<file path="config.mk">
export PLATFORM = sky130hd
export DESIGN_NAME = mclk_stop_seq
export DESIGN_NICKNAME = d
export VERILOG_FILES = /design/src/rtl/mcs_pkg.sv /design/src/rtl/mcs_len_reg.sv /design/src/rtl/mcs_dly_cnt.sv /design/src/rtl/mcs_seq_fsm.sv /design/src/rtl/mclk_stop_seq.sv
export SDC_FILE = /design/constraint.sdc
export NUM_CORES = 1
export LEC_CHECK = 0
export BUFFER_PORTS_ARGS = -buffer_cell sky130_fd_sc_hd__buf_4
export CORE_MARGIN = 2
export CORE_UTILIZATION = 49
export DETAILED_ROUTE_END_ITERATION = 8
export HOLD_SLACK_MARGIN = 0.06
export PLACE_DENSITY = 0.85
export SLEW_MARGIN = 10
export SYNTH_ARGS = -nofsm -noshare
export SYNTH_HDL_FRONTEND = slang
export SYNTH_SLANG_ARGS = --single-unit
export TNS_END_PERCENT = 1
</file>
<file path="constraint.sdc">
create_clock -name clk -period 1.67 [get_ports clk]
set_input_delay 0.167 -clock clk [delete_from_list [all_inputs] [get_ports clk]]
set_output_delay 0.167 -clock clk [all_outputs]
set_load 0.005 [all_outputs]
</file>
<file path="src/rtl/mcs_pkg.sv">
package mcs_pkg;

    typedef enum logic [1:0] {
        ST_RUN    = 2'd0,
        ST_ENTRY  = 2'd1,
        ST_PARKED = 2'd2,
        ST_EXIT   = 2'd3
    } seq_state_e;

    typedef struct packed {
        seq_state_e st;
        logic       wake_pend;
        logic       pd_cmd;
        logic       rec_cmd;
        logic       clk_stop;
        logic       clk_en;
        logic       busy;
    } seq_regs_t;

endpackage

</file>
<file path="src/rtl/mcs_len_reg.sv">
module mcs_len_reg #(
    parameter int unsigned CNT_W   = 8,
    parameter int unsigned RST_VAL = 15
) (
    input  logic             clk,
    input  logic             rst_n,
    input  logic             we_i,
    input  logic [CNT_W-1:0] wdata_i,
    output logic [CNT_W-1:0] len_o
);

    localparam logic [CNT_W-1:0] LenRst = CNT_W'(RST_VAL);

    logic [CNT_W-1:0] len_d, len_q;

    always_comb begin
        len_d = len_q;
        if (we_i) begin
            len_d = wdata_i;
        end
    end

    always_ff @(posedge clk or negedge rst_n) begin
        if (!rst_n) begin
            len_q <= LenRst;
        end else begin
            len_q <= len_d;
        end
    end

    assign len_o = len_q;

    AST_LEN_HOLD: assert property (@(posedge clk) disable iff (!rst_n)
        !we_i |=> $stable(len_q));

endmodule

</file>
<file path="src/rtl/mcs_dly_cnt.sv">
module mcs_dly_cnt #(
    parameter int unsigned CNT_W = 8
) (
    input  logic             clk,
    input  logic             rst_n,
    input  logic             load_i,
    input  logic [CNT_W-1:0] load_val_i,
    output logic             last_o
);

    localparam logic [CNT_W-1:0] CntOne  = CNT_W'(1);
    localparam logic [CNT_W-1:0] CntZero = '0;

    logic [CNT_W-1:0] cnt_d, cnt_q;

    always_comb begin
        cnt_d = cnt_q;
        if (load_i) begin
            cnt_d = load_val_i;
        end else if (cnt_q != CntZero) begin
            cnt_d = cnt_q - CntOne;
        end
    end

    always_ff @(posedge clk or negedge rst_n) begin
        if (!rst_n) begin
            cnt_q <= CntZero;
        end else begin
            cnt_q <= cnt_d;
        end
    end

    assign last_o = (cnt_q == CntOne);

    AST_CNT_FLOOR: assert property (@(posedge clk) disable iff (!rst_n)
        (cnt_q == CntZero && !load_i) |=> (cnt_q == CntZero));

endmodule

</file>
<file path="src/rtl/mcs_seq_fsm.sv">
module mcs_seq_fsm
    import mcs_pkg::*;
#(
    parameter int unsigned CNT_W = 8
) (
    input  logic             clk,
    input  logic             rst_n,
    input  logic             pd_req_i,
    input  logic             wake_req_i,
    input  logic [CNT_W-1:0] len_i,
    input  logic             cnt_last_i,
    output logic             cnt_load_o,
    output logic [CNT_W-1:0] cnt_val_o,
    output logic             pd_cmd_o,
    output logic             rec_cmd_o,
    output logic             clk_stop_o,
    output logic             clk_en_o,
    output logic             busy_o
);

    localparam logic [CNT_W-1:0] LenZero = '0;
    localparam seq_regs_t RegsRst = '{
        st:        ST_RUN,
        wake_pend: 1'b0,
        pd_cmd:    1'b0,
        rec_cmd:   1'b0,
        clk_stop:  1'b0,
        clk_en:    1'b1,
        busy:      1'b0
    };

    seq_regs_t regs_d, regs_q;

    always_comb begin
        regs_d         = regs_q;
        regs_d.pd_cmd  = 1'b0;
        regs_d.rec_cmd = 1'b0;
        cnt_load_o     = 1'b0;
        cnt_val_o      = len_i;

        unique case (regs_q.st)
            ST_RUN: begin
                regs_d.wake_pend = 1'b0;
                if (pd_req_i) begin
                    regs_d.pd_cmd = 1'b1;
                    if (len_i == LenZero) begin
                        regs_d.st       = ST_PARKED;
                        regs_d.clk_stop = 1'b1;
                    end else begin
                        regs_d.st  = ST_ENTRY;
                        cnt_load_o = 1'b1;
                    end
                end
            end
            ST_ENTRY: begin
                if (wake_req_i) begin
                    regs_d.wake_pend = 1'b1;
                end
                if (cnt_last_i) begin
                    regs_d.st       = ST_PARKED;
                    regs_d.clk_stop = 1'b1;
                end
            end
            ST_PARKED: begin
                if (wake_req_i || regs_q.wake_pend) begin
                    regs_d.wake_pend = 1'b0;
                    regs_d.clk_stop  = 1'b0;
                    if (len_i == LenZero) begin
                        regs_d.st      = ST_RUN;
                        regs_d.rec_cmd = 1'b1;
                    end else begin
                        regs_d.st  = ST_EXIT;
                        cnt_load_o = 1'b1;
                    end
                end
            end
            ST_EXIT: begin
                if (cnt_last_i) begin
                    regs_d.st      = ST_RUN;
                    regs_d.rec_cmd = 1'b1;
                end
            end
            default: begin
                regs_d = RegsRst;
            end
        endcase

        regs_d.clk_en = !regs_d.clk_stop;
        regs_d.busy   = (regs_d.st != ST_RUN) || regs_d.rec_cmd;
    end

    always_ff @(posedge clk or negedge rst_n) begin
        if (!rst_n) begin
            regs_q <= RegsRst;
        end else begin
            regs_q <= regs_d;
        end
    end

    assign pd_cmd_o   = regs_q.pd_cmd;
    assign rec_cmd_o  = regs_q.rec_cmd;
    assign clk_stop_o = regs_q.clk_stop;
    assign clk_en_o   = regs_q.clk_en;
    assign busy_o     = regs_q.busy;

    AST_PD_SINGLE: assert property (@(posedge clk) disable iff (!rst_n)
        pd_cmd_o |=> !pd_cmd_o);
    AST_REC_SINGLE: assert property (@(posedge clk) disable iff (!rst_n)
        rec_cmd_o |=> !rec_cmd_o);
    AST_PARK_GATES: assert property (@(posedge clk) disable iff (!rst_n)
        clk_stop_o |-> !clk_en_o);
    AST_RUN_CLOCKS: assert property (@(posedge clk) disable iff (!rst_n)
        !clk_stop_o |-> clk_en_o);
    AST_BUSY_SPAN: assert property (@(posedge clk) disable iff (!rst_n)
        (pd_cmd_o || rec_cmd_o || clk_stop_o) |-> busy_o);
    AST_PD_IGNORED: assert property (@(posedge clk) disable iff (!rst_n)
        (clk_stop_o && pd_req_i) |=> !pd_cmd_o);

endmodule

</file>
<file path="src/rtl/mclk_stop_seq.sv">
module mclk_stop_seq #(
    parameter int unsigned CNT_W   = 8,
    parameter int unsigned RST_LEN = 15
) (
    input  logic             clk,
    input  logic             rst_n,
    input  logic             pd_req_i,
    input  logic             wake_req_i,
    input  logic             cfg_we_i,
    input  logic [CNT_W-1:0] cfg_len_i,
    output logic             pd_cmd_o,
    output logic             rec_cmd_o,
    output logic             clk_stop_o,
    output logic             clk_en_o,
    output logic             busy_o
);

    logic [CNT_W-1:0] len_w;
    logic [CNT_W-1:0] cnt_val_w;
    logic             cnt_load_w;
    logic             cnt_last_w;

    mcs_len_reg #(
        .CNT_W  (CNT_W),
        .RST_VAL(RST_LEN)
    ) u_len (
        .clk    (clk),
        .rst_n  (rst_n),
        .we_i   (cfg_we_i),
        .wdata_i(cfg_len_i),
        .len_o  (len_w)
    );

    mcs_dly_cnt #(
        .CNT_W(CNT_W)
    ) u_cnt (
        .clk       (clk),
        .rst_n     (rst_n),
        .load_i    (cnt_load_w),
        .load_val_i(cnt_val_w),
        .last_o    (cnt_last_w)
    );

    mcs_seq_fsm #(
        .CNT_W(CNT_W)
    ) u_fsm (
        .clk       (clk),
        .rst_n     (rst_n),
        .pd_req_i  (pd_req_i),
        .wake_req_i(wake_req_i),
        .len_i     (len_w),
        .cnt_last_i(cnt_last_w),
        .cnt_load_o(cnt_load_w),
        .cnt_val_o (cnt_val_w),
        .pd_cmd_o  (pd_cmd_o),
        .rec_cmd_o (rec_cmd_o),
        .clk_stop_o(clk_stop_o),
        .clk_en_o  (clk_en_o),
        .busy_o    (busy_o)
    );

endmodule

</file>
Word-level counts from Yosys, hierarchy flattened. Cells that the tools add are included.

Add/sub/neg operators: 1. Multipliers: 0. Div/mod/pow operators: 0. $lt $le $gt $ge: 0. Eq/ne operators: 6. Shifts and indexed selects: 0. Mux-type cells: 25. Bitwise operators: 0. Reduce and logical (&&, ||, !) cells: 10.

Operators with widths (number): $mux W8 (2); $mux W2 (6); $mux W1 (11); $eq A8 B1 Y1 const B (1); $logic_not A8 Y1 (1); $pmux W2 S4 (1); $reduce_bool A8 Y1 (1); $sub A8 B1 Y8 const B (1); $pmux W1 S3 (2); $eq A2 B2 Y1 const B (2); $pmux W1 S2 (2); $reduce_bool A2 Y1 (2); $mux W3 (1); $reduce_and A3 Y1 (1); $reduce_bool A3 Y1 (1); $eq A2 B1 Y1 const B (1); $logic_not A2 Y1 (1); $logic_or A1 B1 Y1 (2); $ne A2 B1 Y1 const B (1); $ne A2 B2 Y1 const B (1); $logic_not A1 Y1 (1).

Register bits after elaboration: 24. Bits in latches: 0. Bits in writable memories: 0. Memory bits (read-only): 0. Bits of input ports: 13. Output and inout port bits: 5. Memories kept: 0.

Logic depth before layout (Yosys ltp). Gate-level depths: netlist (run 1).

Depth after elaboration: 6. Gate-level depth with buffers: 6.

Modules after synthesis. From an unflattened synthesis (run 1), not the netlist that was laid out.

Cells, all modules: 124. Area total of the unflattened synthesis: 1347.5 µm².

By module, submodules not included: mcs_dly_cnt (instances 1, cells an instance 61, area each 540.5 µm²); mcs_seq_fsm (instances 1, cells an instance 46, area each 470.5 µm²); mcs_len_reg (instances 1, cells an instance 17, area each 336.6 µm²).

Least setup slack after synthesis (run 1). OpenSTA, ideal clock, no wires.

Path kind: register to register. From: register u_cnt.cnt_q[0]. To: register u_cnt.cnt_q[6]. Data arrival time: 1.585 ns. Data required time: 1.545 ns. Path slack: -0.039 ns. Cell stages (with the launch flop): 7. Clock period less this slack: 1.709 ns. Cells stage by stage: dfrtp_1 > inv_1 > ha_1 > or3b_1 > o31ai_1 > o21ai_0 > mux2_2.

Cells in the longest elaborated chain, start to end: 3. Elaborated cells between the ends (all ways): 5. Classes of those cells: 1 x add/sub; 2 x mux; 2 x reduce/logical.

RTL lines: start, declared (RTL line mcs_dly_cnt.sv:14) `logic [CNT_W-1:0] cnt_d, cnt_q;`; start signal, assigned (RTL line mcs_dly_cnt.sv:27) `cnt_q <= CntZero;`; start signal, assigned (RTL line mcs_dly_cnt.sv:29) `cnt_q <= cnt_d;`; $sub A8 B1 Y8 (RTL line mcs_dly_cnt.sv:21) `cnt_d = cnt_q - CntOne;`; $mux W8 (RTL line mcs_dly_cnt.sv:20) `end else if (cnt_q != CntZero) begin`; $mux W8 (RTL line mcs_dly_cnt.sv:18) `if (load_i) begin`.

Several ways; a longest one is shown, not always the timed one. The select of a mux whose other input is x is not followed. A chain may end at the register's enable or synchronous reset.

Final worst setup path (run 1).
From: register u_cnt.cnt_q[1]. To: register u_cnt.cnt_q[6].

The elaborated chain is that of the path after synthesis.

==> results by group, run 1 <==
Status
  – Status: complete, no violations

Timing
  – RSZ-0062 raised after global routing: true
  – F_max: 0.603 GHz
  – Finish-stage setup viols: 0
  – Worst-Margin Slew: about 0.37 ns
  – Tmin final: 1.66 ns
  – Final WS setup: about 0.012 ns
  – Relative slew slack: 0.756
  – Final Cycle Share: 0.993
  – Max Slew Vio Count: 0
  – Hold violation total from the final report: 0
  – Clk_skew: 0.00729 ns

Power
  – Total power: 1010 uW
  – Pwr/cell area: a little under 700 nW/um^2
  – Peak supply drop: 0.520 mV
  – LEAKAGE: 0.000628 uW

Detailed routing
  – 1st-iter DRT viols: 8
  – M1 WL: 1000 microns
  – Met3 WL post-DR: 51 microns
  – Total Wirelength: roughly 2300 microns
  – DRT Pass-1 Iters: 4
  – Top Metal Used: met4
  – Vias: 852
  – Metal2 WL: about 1200 microns
  – Final ANT Viol Nets: 0
  – DR WL/cell: 14.4 microns
  – Residual DRC count: 0
  – Via-to-Cell Ratio: 5.39

Placed design
  – HPWL after DPL: between 1500 and 2000 microns
  – Pre-CTS WS: 0.0288 ns
  – RD Place Congestion: ~0.82
  – Buffers on Ports: 17
  – Dpl cell area: 1430 sq um

Setup path
  – CP Launch Type: flop
  – Reg2Reg Launch Point: u_cnt.cnt_q[1]$_DFFE_PN0P_
  – Worst Setup Path Type: reg2reg
  – Worst Setup End Kind: flop
  – Worst path arrival time: between 1.5 and 2 ns
  – CP required: 1.88 ns
  – Crit path from: u_cnt.cnt_q[1]$_DFFE_PN0P_
  – Flop-to-flop setup slack: between 0.01 and 0.015 ns
  – Crit-path max FO: 4

Logic synthesis
  – Post-Syn Area: approximately 1200 sq um
  – Yosys cell types: 42
  – Ys flop type: dfrtp_1
  – Avg Synthesized Cell Area: 11.9 sq um
  – Count leader, synth: dfrtp_1
  – Sequential area share after synthesis: 0.509
  – Yosys Warn Count: 0
  – Syn_nets: 116
  – Async set-reset flop share out of synthesis: 1.00
  – Top cell type's share of synthesized area: 0.399
  – Largest area contributor in the netlist: dfrtp_1
  – Post-synth EDFFs: 0
  – Syn Inst Count: 100
  – List of most frequent post-synthesis cells: 19 x dfrtp_1, 11 x mux2_2, 9 x nand2_1
  – Synth Register Bits: 24
  – Top cells by area, synth: dfrtp_1 40%, dfstp_2 11%, mux2_2 10%

Cells and area
  – Post-Layout Inst Area: 1490 sq um
  – Fin nets: 147
  – N_diodes: 0
  – Area grow syn2layout: 24.7%
  – Register area: 607 sq um
  – Fill cells: roughly 180
  – Area occupied by multi-input gates: 573 sq um
  – Layout cells sized above 1: 0.477

Global routing
  – Total Routing Usage GR: 0.183
  – Initial antenna violation count: 0
  – Vias in the first global route: 820
  – Pin count of the biggest net entering global routing: 25
  – Grt total ovfl: 0
  – Global-route wire length before repair: roughly 3700 microns

Die
  – Rows: 17
  – Io pins: 18
  – Die H: 53.3 microns
  – Die W: 53.3 microns
  – Starting Density: 0.529
  – Placeable Area: 2250 sq um
  – Die ar.: 2840 sq um

Clock tree
  – CTS Buffer Depth: 2
  – CTS sink cnt: 24
  – Num CTS Buffers: 3
  – CTS tree: built
  – CTS root buffer: clkbuf_4
  – H-tree depth: 1
  – Worst-Skew Late Latency: 0.31 ns
  – Post-CTS Setup Bufs: 0
  – Clock-pin transition on the worst setup and hold timing paths: 0.13 ns

Worst hold path
  – Hold Crit Class: in2reg
  – Hold_sp: pd_req_i

Flow run
  – Max-cap viol count: 0
## placed cells by master, fill, tap and decap left out, types with 2 or more instances in the layout
cell type	n
o21ai_1	3
o21ai_0	2
ha_1	2
nand2_1	9
nor3_1	2
o31ai_1	4
mux2_2	11
nand2b_1	2
a221o_1	2
inv_2	2
dfstp_2	5
mux2i_1	2
nor2b_1	2
dfrtp_1	19
buf_4	29
clkbuf_4	3
xnor2_1	3
xor2_1	2
## flip-flops by register name (all words and copies together), names as in the netlist
register and cells:
u_cnt.cnt_q 8, u_len.len_o 8, u_fsm.regs_q 3, u_fsm.busy_o 1, u_fsm.clk_en_o 1, u_fsm.clk_stop_o 1, u_fsm.pd_cmd_o 1, u_fsm.rec_cmd_o 1
## report_power, final
part           total, uW  leakage (uW)  internal [uW]  switching [uW]
Sequential           625      0.000275            608            16.9
Combinational       80.3      0.000332           49.3            31.0
Clock                302     0.0000210            133             168
Total               1010      0.000628            791             216
## cells by family after synthesis
group,synth area share
xor gates and xnor gates,0.0367
muxes,0.133
and+or+nand+nor,0.164
buffers and inverters,0.0294
adders and majority gates,0.0315
AOI/OAI and AO/OA,0.0965
DFF,0.509
## per-layer routing
layer | vias up | track usage
li1 | 422 | -
met1 | 417 | 0.239
met4 | 0 | 0.0769
met5 | - | 0
met2 | 9 | 0.296
met3 | 4 | 0.0339
## worst paths after layout
path / depth (start not counted) / endpoint
setup / recovery: 6 / u_cnt.cnt_q[6]$_DFFE_PN0P_
max in group asynchronous: 2 / u_len.len_o[2]$_DFFE_PN1P_
min in group asynchronous: 2 / u_fsm.clk_stop_o$_DFF_PN0_
setup reg to reg: 6 / u_cnt.cnt_q[6]$_DFFE_PN0P_
hold reg to reg: 1 / u_fsm.clk_en_o$_DFF_PN1_
hold / removal: 2 / u_fsm.busy_o$_DFF_PN0_
## worst max-delay path: stages (launching register included)
cell and delay (ns):
dfrtp_1 0.42, inv_2 0.08, ha_4 0.13, or3b_4 0.38, o31ai_1 0.19, o21ai_1 0.09
mux2_2 0.26
## per-stage QoR
stage	util	TNS (ns)	cells	hold WS, ns
2_1_floorplan	-	0	100	-0.129
3_3_place_gp	0.635	0	153	0.0715
3_5_place_dp	0.635	0	153	0.0754
4_1_cts	0.656	0	158	0.0690
5_1_grt	0.659	-0.0347	158	0.0627
6_report	0.659	0	158	0.0729
## final cells by class
type,instances,share of cell area
Multi-Input combinational cell,70,0.386
Clock buffer,4,0.0244
Sequential cell,24,0.408
Tap cell,28,0.0236
Timing Repair Buffer,30,0.153
Inverter,2,0.00505
## repair_timing
action / 4_1_cts / 5_1_grt
endpoints found under the setup margin: 0 / 4
resized for setup: 0 / 4
hold buffers: 1 / 0
endpoints found under the hold margin: 24 / 0
Power figures use the tool's default switching activity.
==> run 2, diff against run 1 <==
--- a/config.mk
+++ b/config.mk
@@ -5,12 +5,13 @@
 export SDC_FILE = /design/constraint.sdc
 export NUM_CORES = 1
 export LEC_CHECK = 0
+export ABC_AREA = 1
 export BUFFER_PORTS_ARGS = -buffer_cell sky130_fd_sc_hd__buf_4
 export CORE_MARGIN = 2
-export CORE_UTILIZATION = 49
+export CORE_UTILIZATION = 50
 export DETAILED_ROUTE_END_ITERATION = 8
 export HOLD_SLACK_MARGIN = 0.06
-export PLACE_DENSITY = 0.85
+export PLACE_DENSITY = 0.86
 export SLEW_MARGIN = 10
 export SYNTH_ARGS = -nofsm -noshare
 export SYNTH_HDL_FRONTEND = slang
==> run 2 against run 1 <==
Routed wire length increased by 1.6%. Register-to-register slack improved by 0.23 ns. Synthesized cell count rose by 36%. Design area up 0.59%. Clock power down 13%. Utilization shrank 5.0 points. Combinational power is 0.9% higher. Critical path type unchanged. Sequential power fell by 1%. Sequential share of layout area is 0.24 points lower. Critical endpoint is now u_cnt.cnt_q[0]$_DFFE_PN0P_. Cell count up 20%.
==> results by group, run 2 <==
Timing
  – RSZ-0062 raised after global routing: false
  – Final Cycle Share: 0.857 (-0.136)
  – Clk_skew: 0.0125 ns (+0.00521 ns)
  – Worst-Margin Slew: 0.298 ns (-0.0679 ns)
  – F_max: 0.699 GHz (+16%)
  – Hold violation total from the final report: 0 (unchanged)
  – Relative slew slack: 0.801 (+0.0453)
  – Setup TNS Final: 0 ns (unchanged)
  – Finish-stage setup viols: 0 (unchanged)
  – Max Slew Vio Count: 0 (unchanged)
  – Tmin final: 1.43 ns (-0.227 ns)

Logic synthesis
  – Post-synth EDFFs: 0 (unchanged)
  – Top cells by area, synth: dfrtp_1 37%, dfstp_2 10%, nand2_1 7.1%
  – Synth Register Bits: 24 (unchanged)
  – Largest area contributor in the netlist: dfrtp_1
  – Top cell type's share of synthesized area: 0.372 (-0.0266)
  – Syn_nets: 152 (+31%)
  – Count leader, synth: nand2_1
  – Sequential area share after synthesis: 0.475 (-0.0339)
  – Yosys Warn Count: 0 (unchanged)
  – Yosys cell types: 31 (-26%)
  – Async set-reset flop share out of synthesis: 1.00 (unchanged)
  – Avg Synthesized Cell Area: 9.39 sq um (-21%)
  – Post-Syn Area: 1280 sq um (+7.1%)
  – Syn Inst Count: 136 (+36%)
  – Ys flop type: dfrtp_1
  – List of most frequent post-synthesis cells: 24 x nand2_1, 19 x dfrtp_1, 13 x inv_1

Cells and area
  – Most frequent cells in the layout: 24 x nand2_1, 19 x dfrtp_1, 17 x buf_4
  – Area grow syn2layout: 17.0%
  – Layout cells sized above 1: 0.331 (-0.146)
  – N_diodes: 0 (unchanged)
  – Fill cells: 196 (+9.5%)
  – Commonest non-fill, non-tap cell in the layout: nand2_1
  – Fin nets: 177 (+20%)

Detailed routing
  – DRT Pass-1 Iters: 4 (unchanged)
  – Final ANT Viol Nets: 0 (unchanged)
  – 1st-iter DRT viols: 8 (unchanged)
  – Vias: 980 (+15%)
  – DR WL/cell: 12.2 microns (-15%)
  – Via-to-Cell Ratio: 5.16 (-4.3%)
  – Residual DRC count: 0 (unchanged)
  – Total Wirelength: 2310 microns (+1.6%)

Setup path
  – Worst path arrival time: 1.64 ns (-0.23 ns)
  – CP max-delay cell: dfrtp_1
  – Cells on worst reg2reg path: 7 (+1)
  – CP max stage delay: 0.45 ns (+0.03 ns)
  – Worst Setup End Kind: flop
  – Critical path depth: 7 (+1)
  – Flop-to-flop setup slack: 0.24 ns (+0.23 ns)
  – Reg2Reg Launch Point: u_cnt.cnt_q[0]$_DFFE_PN0P_
  – CP required: 1.88 ns (about the same)
  – Crit-path max FO: 7 (+3)
  – Critical Path, Cell by Cell: inv_1 -> ha_1 -> nand4_2 -> inv_1 -> nand2_1 -> nand2_1 -> a21oi_2
  – WP buf/inv: 2 (+1)
  – CP Launch Type: flop
  – R2r endpoint: u_cnt.cnt_q[0]$_DFFE_PN0P_
  – Crit path max-delay family: flip-flops
  – Worst Setup Path Type: reg2reg

Die
  – Io pins: 18 (unchanged)
  – Die ar.: 2980 sq um (+4.6%)
  – Placeable Area: 2450 sq um (+8.9%)
  – Die H: 54.5 microns (+2.3%)
  – Rows: 18 (+1)
  – Starting Density: 0.520 (-0.00847)
  – Die W: 54.5 microns (+2.3%)

Clock tree
  – Worst-Skew Late Latency: 0.32 ns (about the same)
  – H-tree depth: 1 (unchanged)
  – CTS tree: built
  – Clock-pin transition on the worst setup and hold timing paths: 0.13 ns (about the same)
  – CTS sink cnt: 24 (unchanged)
  – Num CTS Buffers: 3 (unchanged)
  – CTS root buffer: clkbuf_4
  – Resized cells post-CTS: 0 (unchanged)
  – Hold buffers post-CTS: 5 (+4)
  – CTS Buffer Depth: 2 (unchanged)
  – Post-CTS Setup Bufs: 0 (unchanged)

Worst hold path
  – Hold_sp: cfg_len_i[3]
  – Worst Hold End: u_len.len_o[3]$_DFFE_PN1P_
  – Hold Crit Class: in2reg
  – Cells on Worst Hold Path: 3 (+1)

Global routing
  – Global-route wire length before repair: 4020 microns (+10%)
  – Pin count of the biggest net entering global routing: 25 (unchanged)
  – Total Routing Usage GR: 0.190 (+0.00693)
  – Vias in the first global route: 1003 (+22%)
  – Initial antenna violation count: 0 (unchanged)
  – Grt total ovfl: 0 (unchanged)

Placed design
  – Buffers on Ports: 17 (unchanged)
  – HPWL after DPL: 1780 microns (+3.0%)
  – RD Place Congestion: 0.801 (-1.8%)

Power
  – LEAKAGE: 0.000724 uW (+15%)
  – Pwr/cell area: 643 nW/um^2 (-5.1%)
  – Total power: 961 uW (-4.5%)
  – Peak supply drop: 0.678 mV (+30%)

Flow run
  – Max-cap viol count: 0 (unchanged)

Status
  – Status: complete, no violations
==> run 2: cell types whose count changed after synthesis, moves of 8 or more <==
cell     change
nand2_1     +15
nor2_1      +11
mux2_2       -8
nand3_1      +9
inv_1       +11
==> run 2: how the worst max path moves through the flow <==
stage	startpoint	slack (ns)	endpoint
after floorplan	u_cnt.cnt_q[0]$_DFFE_PN0P_	0.43	u_cnt.cnt_q[7]$_DFFE_PN0P_
final	u_cnt.cnt_q[0]$_DFFE_PN0P_	0.24	u_cnt.cnt_q[0]$_DFFE_PN0P_
after global routing	u_cnt.cnt_q[0]$_DFFE_PN0P_	0.15	u_cnt.cnt_q[7]$_DFFE_PN0P_
after CTS	u_cnt.cnt_q[0]$_DFFE_PN0P_	0.24	u_cnt.cnt_q[0]$_DFFE_PN0P_
after global placement	u_cnt.cnt_q[0]$_DFFE_PN0P_	0.37	u_cnt.cnt_q[7]$_DFFE_PN0P_
after detailed placement	u_cnt.cnt_q[0]$_DFFE_PN0P_	0.27	u_cnt.cnt_q[0]$_DFFE_PN0P_
==> run 2: worst min-delay path, delay by kind of cell <==
family	cells	cell delay, ns
AOI/OAI and AO/OA	1	0.08
buffers and inverters	1	0.07
and+or+nand+nor	1	0.04
==> run 2: cell families after synthesis <==
logic type	synth area share
buf+inv	0.0735
flops	0.475
xor+xnor	0.0343
compound gates	0.0970
simple gates	0.264
fa+ha+maj	0.0294
mux	0.0264
==> run 2: stage by stage <==
| step | utilization | setup slack, ns | hold WS [ns] | instance area, sq um | std cells |
|---|---|---|---|---|---|
| after global placement | 0.578 | 0.374 | 0.0740 | 1420 | 181 |
| after CTS | 0.609 | 0.245 | 0.0647 | 1500 | 190 |
| after floorplan | - | 0.430 | -0.129 | 1280 | 136 |
| after global routing | 0.609 | 0.146 | 0.0669 | 1500 | 190 |
| final | 0.609 | 0.239 | 0.0677 | 1500 | 190 |
| after detailed placement | 0.578 | 0.266 | 0.0808 | 1420 | 181 |
==> run 2: final cells by class <==
cell class	instances	area, sq um	area share
Timing Repair Buffer	22	178	0.119
Multi-Input combinational cell	92	577	0.386
Inverter	18	70.1	0.0469
Sequential cell	24	607	0.406
Clock buffer	4	26.3	0.0176
Tap cell	30	37.5	0.0251
==> run 2: where the power goes <==
group          switching [uW]  leakage [uW]  internal (uW)  total, uW
clock                     169     0.0000150           93.5        262
sequential               11.7      0.000264            606        618
combinational            40.2      0.000445           40.8       81.0
total                     221      0.000724            741        961
==> run 2: layer usage <==
metal  vias up  GRT usage  share of wire
li1        482          -              -
met1       484      0.207           0.41
met2        10      0.363           0.55
met3         4     0.0191          0.016
met4         0     0.0917          0.017
met5         -          0              0
==> run 3, diff against run 2 <==
--- a/config.mk
+++ b/config.mk
@@ -5,13 +5,12 @@
 export SDC_FILE = /design/constraint.sdc
 export NUM_CORES = 1
 export LEC_CHECK = 0
-export ABC_AREA = 1
 export BUFFER_PORTS_ARGS = -buffer_cell sky130_fd_sc_hd__buf_4
 export CORE_MARGIN = 2
-export CORE_UTILIZATION = 50
+export CORE_UTILIZATION = 55
 export DETAILED_ROUTE_END_ITERATION = 8
 export HOLD_SLACK_MARGIN = 0.06
-export PLACE_DENSITY = 0.86
+export PLACE_DENSITY = 0.89
 export SLEW_MARGIN = 10
 export SYNTH_ARGS = -nofsm -noshare
 export SYNTH_HDL_FRONTEND = slang
==> constraint.sdc (replaced) <==
create_clock -name clk -period 1.4 [get_ports clk]
set_input_delay 0.14 -clock clk [delete_from_list [all_inputs] [get_ports clk]]
set_output_delay 0.14 -clock clk [all_outputs]
set_load 0.005 [all_outputs]
==> run 3 against run 2 <==
The run now ends with negative setup slack left. Largest power group unchanged. First-iteration DRC count grew to 5.4 times the previous value. Global-route usage grew 12 points. Register-to-register slack worse by 0.56 ns. Sequential cell count unchanged. Worst hold slack gained 0.0062 ns. Largest cell class is now multi-input combinational cells. Clock skew down 0.0071 ns. Utilization rose by 26 points. Routed wire length up 66%. Critical path type unchanged. Clock-buffer cell count stayed put. Via count up 9.3%.
==> results by group, run 3 (synthesis results as in run 1) <==
Detailed routing
  – Via-to-Cell Ratio: 6.02 (+17%)
  – DRT Pass-1 Iters: 4 (unchanged)
  – Vias: 1071 (+9.3%)
  – DR WL/cell: 21.6 microns (+78%)
  – Residual DRC count: 0 (unchanged)
  – Total Wirelength: 3850 microns (+66%)
  – Final ANT Viol Nets: 0 (unchanged)
  – 1st-iter DRT viols: 43 (+35)

Clock tree
  – CTS Buffer Depth: 2 (unchanged)
  – CTS root buffer: clkbuf_4
  – H-tree depth: 1 (unchanged)
  – CTS sink cnt: 24 (unchanged)
  – Worst-Skew Late Latency: 0.31 ns (about the same)
  – CTS tree: built
  – Num CTS Buffers: 3 (unchanged)
  – Clock-pin transition on the worst setup and hold timing paths: 0.13 ns (about the same)

Timing
  – Hold violation total from the final report: 0 (unchanged)
  – Tmin final: 1.72 ns (+0.292 ns)
  – Final Cycle Share: 1.23 (+0.374)
  – Worst-Margin Slew: 0.426 ns (+0.128 ns)
  – Clk_skew: 0.00543 ns (-0.00706 ns)
  – F_max: 0.580 GHz (-17%)
  – Final WS setup: -0.323 ns (-0.562 ns)
  – Max Slew Vio Count: 0 (unchanged)
  – RSZ-0062 raised after global routing: true
  – Relative slew slack: 0.716 (-0.0854)
  – Finish-stage setup viols: 13 (+13)
  – Hold_ws: 0.0739 ns (+0.00618 ns)

Power
  – LEAKAGE: 0.000762 uW (+5.2%)
  – Switch share: 0.230 (+0.000914)
  – Internal Power: 978 uW (+32%)
  – Clock power frac: 0.286 (+0.013)
  – Total power: 1270 uW (+32%)
  – Pwr/cell area: 728 nW/um^2 (+13%)
  – Peak supply drop: 1.09 mV (+61%)
  – Psw: 293 uW (+33%)
  – Sequential power share: 0.591 (-0.052)
  – Combinational power share: 0.123 (+0.039)

Setup path
  – Crit path from: u_cnt.cnt_q[0]$_DFFE_PN0P_
  – Worst Setup End Kind: flop
  – Crit-path max FO: 4 (-3)
  – Worst path arrival time: 1.93 ns (+0.29 ns)
  – CP required: 1.61 ns (-0.27 ns)
  – Worst Setup Path Type: reg2reg
  – Reg2Reg Launch Point: u_cnt.cnt_q[0]$_DFFE_PN0P_
  – CP Launch Type: flop

Global routing
  – Initial antenna violation count: 0 (unchanged)
  – Total Routing Usage GR: 0.308 (+0.118)
  – Pin count of the biggest net entering global routing: 25 (unchanged)
  – Global-route wire length before repair: 5600 microns (+39%)
  – Grt total ovfl: 0 (unchanged)
  – Vias in the first global route: 1136 (+13%)

Placed design
  – RD Place Congestion: 0.852 (+6.4%)
  – Inst Count DP: 165 (-8.8%)
  – Buffers on Ports: 17 (unchanged)
  – HPWL after DPL: 1980 microns (+11%)

Die
  – Io pins: 18 (unchanged)
  – Die H: 50.6 microns (-7.3%)
  – Starting Density: 0.596 (+0.0752)
  – Die ar.: 2560 sq um (-14%)
  – Rows: 16 (-2)
  – Placeable Area: 2000 sq um (-18%)
  – Die W: 50.6 microns (-7.3%)

Worst hold path
  – Hold Crit Class: in2reg
  – Hold_sp: cfg_len_i[1]

Cells and area
  – Non-filler cells, final: 178 (-6.3%)
  – Fin nets: 168 (-5.1%)
  – N_diodes: 0 (unchanged)
  – Most frequent cells in the layout: 42 x buf_4, 19 x dfrtp_1, 11 x mux2_2
  – Commonest non-fill, non-tap cell in the layout: buf_4
  – Area grow syn2layout: 46.4%
  – Layout cells sized above 1: 0.563 (+0.232)

Status
  – Failing checks: negative setup slack
  – Status: complete, but fails checks

Flow run
  – Max-cap viol count: 0 (unchanged)
==> run 3: cell types whose count changed in the layout (fill, tap and decap cells not counted), moves of 3 or more <==
cell / delta
buf_4: +25
dlygate4sd3_1: +3
ha_1: -3
inv_1: -13
mux2_2: +8
nand2_1: -16
nand2_4: -3
nand3_1: -9
nor2_1: -11
nor2_2: -3
o21ai_0: -6
o31ai_4: +3
==> run 3: timing repair <==
action,4_1_cts,5_1_grt
hold buffers,8,0
resized for setup,12,8
endpoints found under the setup margin,13,13
gates cloned,0,0
hold endpoints to repair,31,0
pin swaps,4,0
setup buffers,0,1
==> run 3: worst paths after layout <==
path	end	slack, ns	cells after the start
min in group asynchronous	u_fsm.regs_q[5]$_DFFE_PN0P_	0.25	2
min reg2reg	u_fsm.clk_en_o$_DFF_PN1_	0.53	1
max in group asynchronous	u_len.len_o[2]$_DFFE_PN1P_	0.86	2
min	u_len.len_o[1]$_DFFE_PN1P_	0.07	2
max	u_cnt.cnt_q[6]$_DFFE_PN0P_	-0.32	6
max reg2reg	u_cnt.cnt_q[6]$_DFFE_PN0P_	-0.32	6
==> run 3: power by group through the flow <==
| stage | clock network (uW) | registers [uW] | logic (uW) |
|---|---|---|---|
| floorplan | 0 | 750 | 35.3 |
| global placement | 0 | 750 | 116 |
| detailed placement | 0 | 753 | 123 |
| CTS | 362 | 741 | 143 |
| global route | 401 | 752 | 165 |
| finish | 364 | 751 | 156 |
==> run 3: metrics by stage <==
step                      utilization  setup WS, ns  cell area [sq um]  TNS, ns
after floorplan                     -        -0.240               1210   -0.494
after global placement          0.764        -0.205               1530    -1.01
after detailed placement        0.764        -0.269               1530    -1.58
after CTS                       0.848        -0.267               1700    -1.48
after global routing            0.872        -0.381               1750    -3.02
final                           0.872        -0.323               1750    -2.33
==> run 3: final cells by class <==
class                   count  area (sq um)
well taps                  27          33.8
flip-flops and latches     24           607
repair buffers             51           407
fillers                    89           256
multi-input cells          70           654
inverters                   2          7.51
clock buffers               4          36.3
==> run 3: worst max-delay path, stage by stage (launching register included) <==
cell and delay [ns]:
dfrtp_1 0.43, inv_2 0.09, ha_4 0.14, or3b_4 0.40
o31ai_4 0.17, o21ai_1 0.11, mux2_2 0.28
==> run 3: per-layer routing <==
| metal | wire, microns | global-route usage | share of wire | vias to the layer above |
|---|---|---|---|---|
| li1 | - | - | - | 461 |
| met4 | 85 | 0.140 | 0.022 | 0 |
| met1 | 1460 | 0.361 | 0.38 | 535 |
| met2 | 2040 | 0.544 | 0.53 | 61 |
| met3 | 266 | 0.0595 | 0.069 | 14 |
| met5 | 0 | 0 | 0 | - |
